**src/rtl/winwdt_pkg.sv**
```systemverilog
package winwdt_pkg;
  localparam int CFG_W = 5;
  localparam logic [CFG_W-1:0] CFG_RST = 5'b00011;

  typedef enum logic [1:0] {
    CAUSE_NONE = 2'b00,
    CAUSE_WDOG = 2'b01,
    CAUSE_STOP = 2'b10
  } cause_e;

  typedef struct packed {
    logic cntInc;
    logic cntClr;
    logic cfgLoad;
  } wdtStrobe_t;

  function automatic int maxOf(input int a, input int b, input int c);
    int m;
    m = a;
    if (b > m) m = b;
    if (c > m) m = c;
    return m;
  endfunction
endpackage

```
**src/rtl/winwdt_dpath.sv**
```systemverilog
module winwdt_dpath
  import winwdt_pkg::*;
#(
  parameter int CNT_W = 18
) (
  input  logic             clk,
  input  logic             rst_n,
  input  wdtStrobe_t       strb,
  input  logic [7:0]       cfgWrData,
  output logic [1:0]       cfgTmo,
  output logic             cfgClk,
  output logic             cfgWin,
  output logic             cfgStop,
  output logic             locked,
  output logic [CNT_W-1:0] count,
  output logic [7:0]       cfgRdData
);
  logic [CFG_W-1:0] cfgQ;
  logic [CNT_W-1:0] cntQ;
  logic             lockQ;

  always_ff @(posedge clk or negedge rst_n) begin
    if (!rst_n) begin
      cfgQ  <= CFG_RST;
      lockQ <= 1'b0;
    end else if (strb.cfgLoad) begin
      cfgQ  <= cfgWrData[CFG_W-1:0];
      lockQ <= 1'b1;
    end
  end

  always_ff @(posedge clk or negedge rst_n) begin
    if (!rst_n)           cntQ <= '0;
    else if (strb.cntClr) cntQ <= '0;
    else if (strb.cntInc) cntQ <= cntQ + CNT_W'(1);
  end

  assign cfgTmo    = cfgQ[1:0];
  assign cfgClk    = cfgQ[2];
  assign cfgWin    = cfgQ[3];
  assign cfgStop   = cfgQ[4];
  assign locked    = lockQ;
  assign count     = cntQ;
  assign cfgRdData = {{(8-CFG_W){1'b0}}, cfgQ};

  AST_LOCK_HOLDS: assert property (@(posedge clk) disable iff (!rst_n)
    lockQ |=> $stable(cfgQ));
  AST_CLEAR_ZERO: assert property (@(posedge clk) disable iff (!rst_n)
    strb.cntClr |=> (cntQ == '0));
endmodule

```
**src/rtl/winwdt_ctrl.sv**
```systemverilog
module winwdt_ctrl
  import winwdt_pkg::*;
#(
  parameter int CNT_W    = 18,
  parameter int LP_EXP1  = 5,
  parameter int LP_EXP2  = 8,
  parameter int LP_EXP3  = 10,
  parameter int BUS_EXP1 = 13,
  parameter int BUS_EXP2 = 16,
  parameter int BUS_EXP3 = 18
) (
  input  logic             clk,
  input  logic             rst_n,
  input  logic             cfgWrEn,
  input  logic             svcStrobe,
  input  logic             lpTick,
  input  logic             stopReq,
  input  logic             locked,
  input  logic [1:0]       cfgTmo,
  input  logic             cfgClk,
  input  logic             cfgWin,
  input  logic             cfgStop,
  input  logic [CNT_W-1:0] count,
  output wdtStrobe_t       strb,
  output logic             rstReq,
  output logic [1:0]       rstCause
);
  localparam int PW = CNT_W + 1;

  int          expV;
  logic [PW-1:0] periodV, lastIdx, openPt, cntExt;
  logic enabled, tick, winAct, early, legalSvc, expire, badStop;
  logic   reqQ;
  cause_e causeQ;

  always_comb begin
    case (cfgTmo)
      2'b01:   expV = cfgClk ? BUS_EXP1 : LP_EXP1;
      2'b10:   expV = cfgClk ? BUS_EXP2 : LP_EXP2;
      2'b11:   expV = cfgClk ? BUS_EXP3 : LP_EXP3;
      default: expV = 0;
    endcase
    periodV = PW'(1) << expV;
    lastIdx = periodV - PW'(1);
    openPt  = periodV - (periodV >> 2);
  end

  assign cntExt   = {1'b0, count};
  assign enabled  = (cfgTmo != 2'b00);
  assign tick     = enabled && (cfgClk || lpTick);
  assign winAct   = enabled && cfgWin && cfgClk;
  assign early    = svcStrobe && winAct && (cntExt < openPt);
  assign legalSvc = svcStrobe && enabled && !early;
  assign expire   = tick && (cntExt >= lastIdx) && !legalSvc;
  assign badStop  = stopReq && !cfgStop;

  always_comb begin
    strb.cfgLoad = cfgWrEn && !locked;
    strb.cntClr  = expire || early || legalSvc;
    strb.cntInc  = tick && !strb.cntClr;
  end

  always_ff @(posedge clk or negedge rst_n) begin
    if (!rst_n) begin
      reqQ   <= 1'b0;
      causeQ <= CAUSE_NONE;
    end else begin
      reqQ <= expire || early || badStop;
      if (expire || early) causeQ <= CAUSE_WDOG;
      else if (badStop)     causeQ <= CAUSE_STOP;
      else                  causeQ <= CAUSE_NONE;
    end
  end

  assign rstReq   = reqQ;
  assign rstCause = causeQ;

  AST_OFF_SILENT: assert property (@(posedge clk) disable iff (!rst_n)
    (cfgTmo == 2'b00) |=> (rstCause != CAUSE_WDOG));
  AST_LP_HOLD: assert property (@(posedge clk) disable iff (!rst_n)
    (!cfgClk && !lpTick && !svcStrobe) |=> $stable(count));
  AST_EARLY_SERVICE: assert property (@(posedge clk) disable iff (!rst_n)
    (svcStrobe && cfgWin && cfgClk && enabled && (cntExt < openPt))
      |=> (rstReq && rstCause == CAUSE_WDOG));
  AST_STOP_TRAP: assert property (@(posedge clk) disable iff (!rst_n)
    (stopReq && !cfgStop) |=> rstReq);
  AST_CAUSE_WITH_REQ: assert property (@(posedge clk) disable iff (!rst_n)
    (rstReq == (rstCause != CAUSE_NONE)));
endmodule

```
**src/rtl/winwdt_top.sv**
```systemverilog
module winwdt_top
  import winwdt_pkg::*;
#(
  parameter int LP_EXP1  = 5,
  parameter int LP_EXP2  = 8,
  parameter int LP_EXP3  = 10,
  parameter int BUS_EXP1 = 13,
  parameter int BUS_EXP2 = 16,
  parameter int BUS_EXP3 = 18
) (
  input  logic       clk,
  input  logic       rst_n,
  input  logic       cfgWrEn,
  input  logic [7:0] cfgWrData,
  output logic [7:0] cfgRdData,
  input  logic       svcStrobe,
  input  logic       lpTick,
  input  logic       stopReq,
  output logic       rstReq,
  output logic [1:0] rstCause
);
  localparam int CNT_W = maxOf(maxOf(LP_EXP1, LP_EXP2, LP_EXP3),
                               maxOf(BUS_EXP1, BUS_EXP2, BUS_EXP3), 1);

  wdtStrobe_t       strb;
  logic [1:0]       cfgTmo;
  logic             cfgClk, cfgWin, cfgStop, locked;
  logic [CNT_W-1:0] count;

  winwdt_ctrl #(
    .CNT_W(CNT_W), .LP_EXP1(LP_EXP1), .LP_EXP2(LP_EXP2), .LP_EXP3(LP_EXP3),
    .BUS_EXP1(BUS_EXP1), .BUS_EXP2(BUS_EXP2), .BUS_EXP3(BUS_EXP3)
  ) u_ctrl (
    .clk(clk), .rst_n(rst_n), .cfgWrEn(cfgWrEn), .svcStrobe(svcStrobe),
    .lpTick(lpTick), .stopReq(stopReq), .locked(locked), .cfgTmo(cfgTmo),
    .cfgClk(cfgClk), .cfgWin(cfgWin), .cfgStop(cfgStop), .count(count),
    .strb(strb), .rstReq(rstReq), .rstCause(rstCause)
  );

  winwdt_dpath #(.CNT_W(CNT_W)) u_dpath (
    .clk(clk), .rst_n(rst_n), .strb(strb), .cfgWrData(cfgWrData),
    .cfgTmo(cfgTmo), .cfgClk(cfgClk), .cfgWin(cfgWin), .cfgStop(cfgStop),
    .locked(locked), .count(count), .cfgRdData(cfgRdData)
  );
endmodule

```
**config.mk**
```make
export PLATFORM = sky130hd
export DESIGN_NAME = winwdt_top
export DESIGN_NICKNAME = d
export VERILOG_FILES = /design/src/rtl/winwdt_pkg.sv /design/src/rtl/winwdt_dpath.sv /design/src/rtl/winwdt_ctrl.sv /design/src/rtl/winwdt_top.sv
export SDC_FILE = /design/constraint.sdc
export NUM_CORES = 1
export LEC_CHECK = 0
export BUFFER_PORTS_ARGS = -buffer_cell sky130_fd_sc_hd__buf_4
export CAP_MARGIN = 20
export CORE_ASPECT_RATIO = 1.75
export CORE_MARGIN = 1.5
export CORE_UTILIZATION = 30
export DETAILED_ROUTE_END_ITERATION = 10
export HOLD_SLACK_MARGIN = 0.06
export PLACE_DENSITY = 0.43
export SYNTH_ARGS = -nofsm -noshare
export SYNTH_HDL_FRONTEND = slang
export SYNTH_SLANG_ARGS = --single-unit
export TNS_END_PERCENT = 10
```
**constraint.sdc**
```tcl
create_clock -name clk -period 4.9 [get_ports clk]
set_clock_uncertainty 0.15 [all_clocks]
set_input_delay 1.225 -clock clk [delete_from_list [all_inputs] [get_ports clk]]
set_output_delay 1.225 -clock clk [all_outputs]
set_load 0.05 [all_outputs]
```
# --- Yosys cells after proc, flatten, opt, wreduce, memory -nomap -nowiden ---
# Cells that the tools add are included.
word_totals:
  reg_bits: 27
op_classes:
  addsub: 3
  n_lt_le_gt_ge: 2
  eq_ne: 3
  shift: 1
  muxes: 8
  n_reduce_logical: 23
op_table:
  columns: ["op", "n"]
  rows:
  - ["$pmux W32 S3", 1]
  - ["$mux W18", 2]
  - ["$shl A1 B32 Y19 const A", 1]
  - ["$ge A18 B19 Y1", 1]
  - ["$lt A18 B19 Y1", 1]
  - ["$sub A19 B1 Y19 const B", 1]
  - ["$sub A19 B17 Y19", 1]
  - ["$add A18 B1 Y18 const B", 1]
  - ["$logic_and A1 B1 Y1", 12]
  - ["$mux W5", 2]
  - ["$logic_not A1 Y1", 5]
  - ["$eq A2 B2 Y1 const B", 2]
  - ["$logic_or A1 B1 Y1", 4]
  - ["$mux W2", 2]
  - ["$mux W4", 1]
  - ["$reduce_bool A2 Y1", 2]
  - ["$eq A2 B1 Y1 const B", 1]

# --- Depth between registers and ports, before layout ---
logic_depth:
  word_depth: 16
  mapped_depth: 17

# --- Hierarchy ---
# Synthesis repeated with hierarchy kept, for this count alone.
unflattened:
  hier_cells: 355
  hier_area_um2: 3088.0
modules_own_cells:
  columns: ["mod", "n_inst", "cells_per_inst", "area_each_um2"]
  rows:
  - ["winwdt_ctrl", 1, 244, 1899.3]
  - ["winwdt_dpath", 1, 111, 1188.6]

# --- Worst setup path after synthesis ---
# Ideal clock, no wire load.
synth_path:
  kind: "reg-to-reg"
  start: "reg u_dpath.cfgQ[0]"
  end: "reg u_ctrl.causeQ[1] (netlist: u_ctrl.rstCause[1])"
  setup_ns: 0.120
  arrival_ns: 3.754
  setup_slack_ns: 0.875
  path_stages_with_launch: 16
  path_buffers: 0
  cell_sequence: "dfstp_2 nand2b_1 or2_2 ha_1 o21a_1 o31a_4 o41ai_4 o21ai_2 a41oi_2 mux2_2 ha_1 a21oi_1 o21ai_1 a2111oi_4 a21oi_1 and4_1"
synth_between:
  elab_chain_cells: 12
  word_cells_on_any_way: 23
  cone_classes: "add/sub: 2; order compare: 2; eq/ne: 3; shift: 1; mux: 2; reduce/logical: 13"
synth_lines:
  columns: ["element", "line", "text"]
  rows:
  - ["from (decl)", "winwdt_dpath.sv:18", "logic [CFG_W-1:0] cfgQ;"]
  - ["from (signal assigned)", "winwdt_dpath.sv:27", "cfgQ <= cfgWrData[CFG_W-1:0];"]
  - ["$eq A2 B2 Y1 or $eq A2 B1 Y1 (tied branches)", "winwdt_ctrl.sv:37", "case (cfgTmo)"]
  - ["$pmux W32 S3", "winwdt_ctrl.sv:37", null]
  - ["$shl A1 B32 Y19", "winwdt_ctrl.sv:43", "periodV = PW'(1) << expV;"]
  - ["$sub A19 B17 Y19", "winwdt_ctrl.sv:45", "openPt = periodV - (periodV >> 2);"]
  - ["$lt A18 B19 Y1", "winwdt_ctrl.sv:52", "assign early = svcStrobe && winAct && (cntExt < openPt);"]
  - ["$logic_and A1 B1 Y1", "winwdt_ctrl.sv:52", null]
  - ["$logic_not A1 Y1", "winwdt_ctrl.sv:53", "assign legalSvc = svcStrobe && enabled && !early;"]
  - ["$logic_and A1 B1 Y1", "winwdt_ctrl.sv:53", null]
  - ["$logic_not A1 Y1", "winwdt_ctrl.sv:54", "assign expire = tick && (cntExt >= lastIdx) && !legalSvc;"]
  - ["$logic_and A1 B1 Y1", "winwdt_ctrl.sv:54", null]
  - ["$logic_or A1 B1 Y1 *", "winwdt_ctrl.sv:69", "if (expire || early) causeQ <= CAUSE_WDOG;"]
  - ["$mux W2 *", "winwdt_ctrl.sv:69", null]
  - ["to (signal assigned)", "winwdt_ctrl.sv:69", null]
  - ["to (signal assigned)", "winwdt_ctrl.sv:70", "else if (badStop) causeQ <= CAUSE_STOP;"]
  - ["to (signal assigned)", "winwdt_ctrl.sv:71", "else causeQ <= CAUSE_NONE;"]
  - ["to (decl)", "winwdt_ctrl.sv:34", "cause_e causeQ;"]
# Every way passes the cells marked *; elsewhere a longest branch is shown, timed or not.
# A chain may end at the register's enable or synchronous reset.

# --- Worst setup path after layout ---
layout_path:
  start: "reg u_dpath.cfgQ[1]"
  end: "reg u_ctrl.causeQ[1] (netlist: u_ctrl.rstCause[1])"
# Same word-level chain as after synthesis.

==> summary.md <==
| Metric | Value |
|---|---|
| Post-synth ARST share | 1.00 |
| CP Cell Sequence | nand2b_1 > or2_2 > ha_1 > o21a_1 > o31a_4 > o41ai_4 > o21ai_2 > a41oi_2 > mux2_2 > ha_1 > a21oi_1 > o21ai_1 > a2111oi_4 > a21oi_1 > and4_1 |
| Mean Syn Cell Area | 8.93 sq um |
| IO Pins | 25 |
| Gates resized, CTS repair | 0 |
| CP startpoint kind | register |
| Post-synthesis register bit count | 27 |
| Synth-to-Final Area Change | 12.7% |
| Layout Nets | 425 |
| CTS H-tree lvls | 1 |
| Initial antenna violation count | 0 |
| Vias in the first global route | 2494 |
| Synth area leaders | ha_1, dfrtp_1, xor2_1 |
| Worst Setup End Kind | register |
| HPWL after DPL | 6140 um |
| Required @ worst endpoint | 4.92 ns |
| Iter 0 DRT Violations | 71 |
| Relative slew slack | 0.497 |
| Slowest-stage cell, CP | dfstp_2 |
| Num CTS Buffers | 3 |
| Final setup TNS | 0 ns |
| Pwr dens | 254 nW/um^2 |
| Fmax | 0.242 GHz |
| Max clock buf depth | 2 |
| Final min period | 4.13 ns |
| Post-synth top area cell | ha_1 |
| # diodes | 0 |
| Critical path fanouts, max | 12 |
| Seq/Total Area, Yosys | 0.233 |
| CTS tree | done |
| Total wire length | 7580 um |
| DR vias/cell | 4.93 |
| Residual DRC count | 0 |
| Final Hold Viols | 0 |
| Clock sinks | 27 |
| Fill count | 1013 |
| Slew @ Worst Pin | 0.754 ns |
| Routed Antenna Nets | 0 |
| Max Cap Viol | 0 |
| Share of layout cells above drive strength 1 | 0.131 |
| Setup bufs post-CTS | 0 |
| Die ar. | 10300 sq um |
| WP data arrival | 4.14 ns |
| DRT Pass-1 Iters | 4 |
| Maximum VDD drop | 174 uV |
| Final Power | 0.834 mW |
| Synth top area share | 0.219 |
| Routed vias | 2370 |
| Dominant synthesized flop cell | dfrtp_1 |
| First-pass GRT wire length | 12800 um |
| Hold buffers post-CTS | 0 |
| Status | completed |
| Clock Latency Late Sink | 0.27 ns |
| DR WL/cell | 15.8 um |
| Site Rows | 47 |
| Total congestion overflow | 0 |
| RSZ-0062 raised after global routing | no |
| Cell variety after synth | 60 |
| Final Cycle Share | 0.843 |
| Port buffer count | 18 |
| Largest net degree at the start of global routing | 28 |
| Slew Viols, Final | 0 |
| Setup Crit Path Kind | reg -> reg |
| Hold Crit Class | reg -> reg |
| Placer Congestion | 0.841 |
| Post-synth EDFFs | 0 |
| YS warnings | 0 |
| Chip width | 77.5 um |
| Clock-pin slew on the worst setup and hold paths | 0.07 ns |
| GRT Total Usage | 0.158 |
| CP delay by family, top | compound AO/OA/AOI/OAI gates |
| Initial Util | 0.308 |
| Worst Path Buf+Inv | 0 |
| Core box area | 9470 sq um |
| Die Span Y | 133 um |
| Netlist Area Pre-Place | 2910 sq um |
| Final setup fails | 0 |
| CTS root buf | clkbuf_16 |
| Cells after synthesis | 326 |
| Leak | 1.54 nW |
| CP peak stage delay | 0.45 ns |
## kinds of logic (layout without fill, tap and decap cells)
group / count (synthesis) / in the layout / synth area share
multiplexers: 6 / 6 / 0.0228
flip-flops: 27 / 27 / 0.233
AO/OA/AOI/OAI: 68 / 68 / 0.181
other: 2 / 26 / 0.00258
XOR/XNOR: 27 / 27 / 0.0812
adder cells (fa/ha/maj): 51 / 51 / 0.219
AND/OR/NAND/NOR: 114 / 114 / 0.201
buffers and inverters: 31 / 40 / 0.0593
## worst register-to-register path, delay by kind of cell (launching register included)
| kind | cells | cell delay, ns |
|---|---|---|
| AOI/OAI and AO/OA | 9 | 1.65 |
| adders and majority gates | 2 | 0.61 |
| and+or+nand+nor | 3 | 0.79 |
| DFF | 1 | 0.45 |
| muxes | 1 | 0.36 |
## per-layer routing
layer,wire length (um),vias to the layer above,global-route usage
met2,4130,21,0.296
li1,-,1221,-
met1,3170,1117,0.186
met3,59,11,0.00822
met4,226,0,0.0606
met5,0,-,0
## sequential cells by signal, summed over array words and instances (netlist names)
register and cells:
u_ctrl.rstCause 2, u_ctrl.rstReq 1, u_dpath.cfgQ 5, u_dpath.count 18, u_dpath.locked 1
## placed cells by master (no fill, tap or decap), types with 3 or more instances in the layout
cell	instances
a21oi_1	18
and3_1	3
nand2_1	23
buf_4	22
nor2_1	18
ha_1	51
dfrtp_1	25
clkbuf_16	3
nor3_1	21
xnor2_1	9
a21o_1	6
o21a_1	3
conb_1	26
or2_2	3
xor2_1	18
inv_1	13
nand3_1	13
nor2b_1	8
o21ai_0	13
and2_1	3
nand4_1	9
mux2_2	5
## worst paths after layout
kind	startpoint	endpoint	slack [ns]	cells past startpoint
worst max register to register	u_dpath.cfgQ[1]	u_ctrl.rstCause[1]	0.77	15
max in group asynchronous	rst_n	u_dpath.cfgQ[1]	3.59	1
min in group asynchronous	rst_n	u_dpath.locked	0.70	1
worst min register to register	u_dpath.locked	u_dpath.locked	0.32	1
worst min-delay path	u_dpath.locked	u_dpath.locked	0.32	1
worst max-delay path	u_dpath.cfgQ[1]	u_ctrl.rstCause[1]	0.77	15
## cell type report
cell class                 count  area [sq um]  area share
clock buffer                   3          75.1      0.0229
multi-input combinational    292          2150       0.655
tap                          122           153      0.0465
timing repair buffer          22           165      0.0503
sequential                    27           678       0.207
clock inverter                 1          7.51     0.00229
inverter                      14          52.6      0.0160
## synthesized netlist by cell type, types with 5 or more instances
cell type / count
ha_1: 51
dfrtp_1: 25
nand2_1: 23
nor3_1: 21
a21oi_1: 18
nor2_1: 18
xor2_1: 18
inv_1: 13
nand3_1: 13
o21ai_0: 13
nand4_1: 9
xnor2_1: 9
nor2b_1: 8
buf_4: 7
a21o_1: 6
mux2_2: 5
## stage by stage
step	area, sq um	setup slack, ns	hold slack (ns)	instances	utilization
after global placement	3200	0.746	0.298	477	0.338
after CTS	3280	0.722	0.326	481	0.347
after detailed placement	3200	0.728	0.306	477	0.338
final	3280	0.772	0.321	481	0.347
after global routing	3280	0.578	0.357	481	0.347
after floorplan	3000	0.875	0.288	350	-
## power by group
part | switching [mW] | internal, mW
clock | 0.0859 | 0.111
combinational | 0.222 | 0.148
sequential | 0.0233 | 0.243
Power figures use the tool's default switching activity.
